===== config.mk =====
export PLATFORM = sky130hd
export DESIGN_NAME = sig_detect_monitor
export DESIGN_NICKNAME = d
export VERILOG_FILES = /design/src/rtl/sdm_pkg.sv /design/src/rtl/sdm_datapath.sv /design/src/rtl/sdm_control.sv /design/src/rtl/sig_detect_monitor.sv
export SDC_FILE = /design/constraint.sdc
export NUM_CORES = 1
export LEC_CHECK = 0
export ABC_CLOCK_PERIOD_IN_PS = 4160
export BUFFER_PORTS_ARGS = -buffer_cell sky130_fd_sc_hd__buf_4
export CORE_UTILIZATION = 30
export DETAILED_ROUTE_END_ITERATION = 10
export PLACE_DENSITY = 0.55
export SLEW_MARGIN = 40
export SYNTH_ARGS = -nofsm -noshare
export SYNTH_HDL_FRONTEND = slang
export SYNTH_SLANG_ARGS = --single-unit

===== constraint.sdc =====
create_clock -name clk -period 4.16 [get_ports clk]
set_input_delay 0.416 -clock clk [delete_from_list [all_inputs] [get_ports clk]]
set_output_delay 0.416 -clock clk [all_outputs]
set_load 0.05 [all_outputs]

===== src/rtl/sdm_pkg.sv =====
package sdm_pkg;
  typedef struct packed {
    logic commaHit;
    logic runViol;
  } dpEvt_t;
endpackage


===== src/rtl/sdm_datapath.sv =====
module sdm_datapath #(
  parameter int DATA_W = 10,
  parameter logic [DATA_W-1:0] COMMA = 10'b0011111010,
  parameter int MAX_RUN = 5
) (
  input  logic clk,
  input  logic rstN,
  input  logic bitValid,
  input  logic serialBit,
  output sdm_pkg::dpEvt_t evt
);
  localparam int RUN_W  = $clog2(MAX_RUN + 2);
  localparam int FILL_W = $clog2(DATA_W + 1);

  logic [DATA_W-1:0] shiftReg, nextShift;
  logic [FILL_W-1:0] fillCnt;
  logic [RUN_W-1:0]  runLen, nextRun;
  logic              lastBit, sameBit;

  assign nextShift = {shiftReg[DATA_W-2:0], serialBit};
  assign sameBit   = (fillCnt != '0) && (serialBit == lastBit);

  always_comb begin
    if (!sameBit)                              nextRun = RUN_W'(1);
    else if (runLen == RUN_W'(MAX_RUN + 1))    nextRun = runLen;
    else                                       nextRun = runLen + RUN_W'(1);
  end

  always_comb begin
    evt.commaHit = bitValid && (fillCnt >= FILL_W'(DATA_W - 1)) && (nextShift == COMMA);
    evt.runViol  = bitValid && (nextRun > RUN_W'(MAX_RUN));
  end

  always_ff @(posedge clk) begin
    if (!rstN) begin
      shiftReg <= '0;
      fillCnt  <= '0;
      runLen   <= '0;
      lastBit  <= 1'b0;
    end else if (bitValid) begin
      shiftReg <= nextShift;
      lastBit  <= serialBit;
      runLen   <= nextRun;
      if (fillCnt != FILL_W'(DATA_W)) fillCnt <= fillCnt + FILL_W'(1);
    end
  end

  // a violation can only come from a bit repeating the previous one
  a_r3_viol_same_bit: assert property (@(posedge clk) disable iff (!rstN)
    evt.runViol |-> (serialBit == lastBit));
endmodule


===== src/rtl/sdm_control.sv =====
module sdm_control #(
  parameter int WINDOW_TICKS = 65536
) (
  input  logic clk,
  input  logic rstN,
  input  logic refTick,
  input  sdm_pkg::dpEvt_t evt,
  output logic detOk,
  output logic commaFound,
  output logic runFault
);
  localparam int CNT_W = (WINDOW_TICKS > 2) ? $clog2(WINDOW_TICKS) : 1;

  logic [CNT_W-1:0] winCnt;
  logic             winEnd;

  assign winEnd = refTick && (winCnt == CNT_W'(WINDOW_TICKS - 1));

  always_ff @(posedge clk) begin
    if (!rstN) begin
      winCnt     <= '0;
      detOk      <= 1'b0;
      commaFound <= 1'b0;
      runFault   <= 1'b0;
    end else begin
      if (refTick) winCnt <= winEnd ? '0 : winCnt + CNT_W'(1);
      if (winEnd) begin
        detOk      <= (commaFound || evt.commaHit) && !(runFault || evt.runViol);
        commaFound <= 1'b0;
        runFault   <= 1'b0;
      end else begin
        if (evt.commaHit) commaFound <= 1'b1;
        if (evt.runViol) begin
          runFault <= 1'b1;
          detOk    <= 1'b0;
        end
      end
    end
  end

  // a fault drops detect on the following cycle
  a_r3_fault_drops: assert property (@(posedge clk) disable iff (!rstN)
    evt.runViol |=> !detOk);
  // detect rises only right after a boundary
  a_r8_rise_at_edge: assert property (@(posedge clk) disable iff (!rstN)
    $rose(detOk) |-> $past(winEnd));
  // flags read zero after a boundary
  a_r10_flags_clear: assert property (@(posedge clk) disable iff (!rstN)
    winEnd |=> (!commaFound && !runFault));
endmodule


===== src/rtl/sig_detect_monitor.sv =====
module sig_detect_monitor #(
  parameter int WINDOW_TICKS  = 65536,
  parameter int MAX_RUN       = 5,
  parameter bit USE_AMPLITUDE = 1'b1
) (
  input  logic clk,
  input  logic rstN,
  input  logic bitValid,
  input  logic serialBit,
  input  logic refTick,
  input  logic ampValid,
  output logic sigDetect,
  output logic runFault,
  output logic commaFound
);
  sdm_pkg::dpEvt_t evt;
  logic detOk;

  sdm_datapath #(.DATA_W(10), .COMMA(10'b0011111010), .MAX_RUN(MAX_RUN)) uDp (
    .clk(clk), .rstN(rstN), .bitValid(bitValid), .serialBit(serialBit), .evt(evt));

  sdm_control #(.WINDOW_TICKS(WINDOW_TICKS)) uCtl (
    .clk(clk), .rstN(rstN), .refTick(refTick), .evt(evt),
    .detOk(detOk), .commaFound(commaFound), .runFault(runFault));

  generate
    if (USE_AMPLITUDE) begin : gAmp
      assign sigDetect = detOk && ampValid;
    end else begin : gNoAmp
      assign sigDetect = detOk;
    end
  endgenerate

  // amplitude loss masks the output
  a_r9_amp_mask: assert property (@(posedge clk) disable iff (!rstN)
    (USE_AMPLITUDE && !ampValid) |-> !sigDetect);
endmodule


* Word-level counts from Yosys, hierarchy flattened *
Cells that the tools add are included.

word-level totals
  output and inout bits = 3
  bits in registers = 36
  word-level logic and storage cells = 38

cells by class
  reductions and logical operators = 14
  $lt $le $gt $ge = 2
  multiplexer cells = 5
  bitwise logic cells = 1
  equality and inequality tests = 5
  add/sub/neg operators = 3

operator list
  operator                                                           count
  16-bit by 1-bit adder with 16-bit output (second input constant)   1
  16-bit == test (second input constant)                             1
  16-bit 2-to-1 mux                                                  1
  10-bit by 8-bit == test with 1-bit output (second input constant)  1
  1-bit logical AND                                                  7
  3-bit 2-to-1 mux                                                   2
  4-bit by 1-bit adder with 4-bit output (second input constant)     1
  4-bit greater-or-equal comparator (second input constant)          1
  4-bit != test (second input constant)                              1
  4-bit nonzero test                                                 1
  3-bit by 1-bit adder with 3-bit output (second input constant)     1
  3-bit == test (second input constant)                              1
  3-bit > comparator (second input constant)                         1
  1-bit logical OR                                                   2
  1-bit 2-to-1 mux                                                   2
  2-bit AND reduction                                                1
  2-bit nonzero test                                                 1
  2-bit OR reduction                                                 1
  1-bit == test                                                      1
  1-bit zero test                                                    1
  1-bit NOT                                                          1

* Longest topological paths before layout *
  depth in word-level cells = 9
  gate-level depth with buffers = 7
  mapped depth without buffers = 7

* Cells and area by module *
Synthesis repeated with hierarchy kept, for this count alone.

second synthesis, totals
  cell total of the unflattened synthesis = 183
  area total of the unflattened synthesis = 1730.4 um^2

modules (own cells, without submodules)
  module              area an instance (um^2)  cells each  instances
  sdm_control         888.4                    95          1
  sdm_datapath        835.8                    87          1
  sig_detect_monitor  6.3                      1           1

* Least setup slack after synthesis *
OpenSTA, ideal clock, no wires.

  path type = input port to flip-flop
  from = input refTick
  to = register uCtl.detOk
  data required time = 4080 ps
  arrival = 1645 ps
  stages = 6
  setup slack = 2435 ps
  library setup time = 80 ps
  cell sequence = buf_2 nand4_4 nor3_4 nand4_2 or3_1 a211oi_2

between the ends
  cells in the longest elaborated chain, start to end = 2

ends and longest elaborated chain
  item                                                           RTL line                  source
  start: declaration                                             sig_detect_monitor.sv:10  input logic refTick,
  1-bit logical AND *                                            sdm_control.sv:17         assign winEnd = refTick && (winCnt == CNT_W'(WINDOW_TICKS - 1));
  1-bit 2-to-1 mux / 2-bit nonzero test (equally long branches)  --
  end signal: assignment                                         sdm_control.sv:28         detOk <= (commaFound || evt.commaHit) && !(runFault || evt.runViol);
  end: declaration                                               sdm_control.sv:8          output logic detOk,

Mark *: on every way between the ends. The rest lies on a longest branch, timed or not.
A chain may end at the register's enable or synchronous reset.

* Worst setup path after layout *
  from = register uCtl.winCnt[0]
  to = register uCtl.runFault

between the ends
  cells in the longest elaborated chain, start to end = 3

ends and longest elaborated chain
  item                          RTL line           source
  start: declaration            sdm_control.sv:14  logic [CNT_W-1:0] winCnt;
  start signal: assignment      sdm_control.sv:26  if (refTick) winCnt <= winEnd ? '0 : winCnt + CNT_W'(1);
  16-bit == test                sdm_control.sv:17
  1-bit logical AND             sdm_control.sv:17
  2-bit OR reduction (no line)  --
  end signal: assignment        sdm_control.sv:24  runFault <= 1'b0;
  end signal: assignment        sdm_control.sv:30  runFault <= 1'b0;
  end signal: assignment        sdm_control.sv:34  runFault <= 1'b1;
  end: declaration              sdm_control.sv:10  output logic runFault

Every way passes these cells.

==> reports/metrics.json <==
{
  "min_period_over_period": 0.452,
  "power_per_cell_area_nw_per_um2": 377,
  "area_growth_syn_to_layout_pct": 14.7,
  "fin_skew_ns": 0.00448,
  "p_total_w": 0.000702,
  "setup_tns_ns": 0,
  "grt_pass1_wl_um": 4540,
  "critical_path.cell_chain": "ha_1, inv_1, nor3_4, nand4_2, nand2_1, o21ba_2",
  "slew_limit_fails": 0,
  "seq_area_frac_synth": 0.432,
  "status": "finished clean",
  "dieHeight_um": 75.6,
  "setup_viol": 0,
  "globalRoute.totalOverflow": 0,
  "synthArstFlopShare": 0,
  "clock-sinks": 35,
  "timing_hold_violations_final": 0,
  "distinct_cells_synth": 35,
  "grt_start_max_net_pins": 21,
  "topRoutingLayerUsed": "met4",
  "measured_slew_at_the_worst_slew_check_pin_ns": 0.646,
  "hold_class": "in -> reg",
  "port_buffers": 8,
  "first_iter_violations": 64,
  "min_period_ns": 1.88,
  "post_cts_resized": 0,
  "timing.hold.worst.start": "serialBit",
  "post-dp-hpwl_um": 1890,
  "yosysWarnings": 0,
  "regArea_um2": 701,
  "area_of_the_core_um2": 5170,
  "synth-main-ff-cell": "dfxtp_1",
  "register_bit_total_from_synthesis": 35,
  "worst-endpoint-arrival_ns": 2.06,
  "post_synth_inst_count": 178,
  "relSlewSlack": 0.569,
  "wirelength_met1_um": 1440,
  "ctsHtreeMaxLevel": 2,
  "setup_cp_type": "reg -> reg",
  "total_leakage_power_nw": 0.741,
  "critical_path.reg2reg.startpoint": "uCtl.winCnt[0]$_SDFFE_PN0P_",
  "post_synth.cell_area_avg_um2": 9.12,
  "met2_length_um": 1150,
  "grt_pass1_vias": 1011,
  "mean_routed_wirelength_per_cell_um": 10.6,
  "crit_path_start": "uCtl.winCnt[0]$_SDFFE_PN0P_",
  "design.final.nets": 202,
  "clock_tree.buffer_depth": 2,
  "diodes_inserted": 0,
  "chipWidth_um": 75.6,
  "highest_count_cells_in_the_layout_ignoring_fill_and_taps": "nor2_1, dfxtp_1, nand2_1",
  "multiInputGateArea_um2": 862,
  "tritoncts_clock_tree": "yes",
  "filler_cell_count": 528,
  "core.rowCount": 26,
  "drt-pass1-iter-count": 4,
  "wl_met3_um": 93,
  "post_cts_buffers": 0,
  "cp-end-kind": "flip-flop",
  "cp.required_ns": 4.34,
  "cts_made_buffers": 5,
  "floorplan.initialDensity": 0.314,
  "drive_above_1_share": 0.138,
  "cpMaxStageDelayCell": "nand2_1",
  "via_per_inst": 4.40,
  "ctsRootBufferMaster": "clkbuf_8",
  "drv_cap": 0,
  "num_io_pins": 9,
  "grt_use_total": 0.107,
  "floorplan.die_area_um2": 5710,
  "synth-edff-count": 0,
  "dr_total_vias": 1135,
  "antenna_violations_before_repair": 0,
  "clk_transition_reported_paths_ns": 0.07,
  "clock_insertion_delay_at_the_later_pin_of_the_skew_report_ns": 0.28,
  "synth_nets": 193,
  "crit_path_max_fanout": 14,
  "ir_drop_mv": 0.122,
  "timing.critical_path.from_type": "flip-flop",
  "syn_area_um2": 1620,
  "gpl.final_weighted_congestion": 0.717,
  "rsz0062_at_grt": "no",
  "max_freq_ghz": 0.531,
  "wl_um": 2730,
  "holdBufCountCts": 0,
  "max_stage_delay_ns": 0.40,
  "antenna_violating_nets_post_route": 0,
  "post-route-drc-count": 0
}
==> final timing paths <==
kind | end | slack (ns) | cells past startpoint
setup / recovery | uCtl.runFault$_SDFFE_PP0P_ | 2.28 | 6
hold / removal | uDp.shiftReg[0]$_SDFFE_PN0P_ | 0.38 | 3
setup reg to reg | uCtl.runFault$_SDFFE_PP0P_ | 2.28 | 6
hold reg to reg | uDp.shiftReg[5]$_SDFFE_PN0P_ | 0.50 | 2
==> layout make-up <==
type,instances,share of cell area
well taps,70,0.0470
inverters,9,0.0181
clock buffers,6,0.0444
clock inverters,2,0.0188
repair buffers,8,0.0323
multi-input cells,128,0.463
flip-flops and latches,35,0.376
==> report_power, final <==
| part | internal [W] | switching, W | total [W] |
|---|---|---|---|
| clock | 0.000194 | 0.000119 | 0.000313 |
| sequential | 0.000341 | 0.00000633 | 0.000348 |
| combinational | 0.0000171 | 0.0000242 | 0.0000414 |
==> Yosys cell counts (2+ instances only) <==
master | n | share of area
dfxtp_1 | 35 | 0.43
nor2_1 | 35 | 0.081
nand2_1 | 17 | 0.039
xor2_1 | 12 | 0.065
ha_1 | 9 | 0.069
inv_1 | 9 | 0.021
mux2i_1 | 8 | 0.049
xnor2_1 | 6 | 0.032
a21oi_1 | 5 | 0.015
nand3_1 | 5 | 0.015
nand4_1 | 5 | 0.019
buf_2 | 3 | 0.0092
a211oi_1 | 2 | 0.0092
and3_2 | 2 | 0.0092
and4_4 | 2 | 0.014
clkbuf_1 | 2 | 0.0046
nand3b_1 | 2 | 0.0092
or3_1 | 2 | 0.0077
==> worst max-delay path: cells and delay by family (launching register included) <==
family	cells	cell delay, ns
simple gates	3	0.87
flops	1	0.39
fa+ha+maj	1	0.22
compound gates	1	0.22
buf+inv	1	0.09
==> stage by stage <==
| step | setup WS, ns | instances | util | hold slack (ns) | area [um2] |
|---|---|---|---|---|---|
| floorplan | 2.44 | 178 | - | 0.449 | 1620 |
| global placement | 2.32 | 250 | 0.337 | 0.482 | 1740 |
| detailed placement | 2.27 | 250 | 0.337 | 0.490 | 1740 |
| CTS | 2.27 | 258 | 0.360 | 0.373 | 1860 |
| global route | 2.12 | 258 | 0.360 | 0.399 | 1860 |
| finish | 2.28 | 258 | 0.360 | 0.378 | 1860 |
==> per-layer routing <==
layer  track usage  vias up
met3        0.0331        4
met4        0.0556        0
met1         0.139      504
met2         0.162       14
li1              -      613
met5             0        -
==> cell families after synthesis <==
kind of cell	after synthesis	share of synthesized area
buf+inv	15	0.0370
xor+xnor	18	0.0971
compound gates	15	0.0648
flops	35	0.432
mux	8	0.0493
simple gates	78	0.251
fa+ha+maj	9	0.0694
==> flip-flops by register name (all words and copies together), names as in the netlist <==
signal           cells
uCtl.commaFound      1
uDp.fillCnt          4
uCtl.runFault        1
uCtl.detOk           1
uDp.shiftReg         9
uCtl.winCnt         16
uDp.runLen           3
Note: power is estimated with default switching activity, not from simulation.
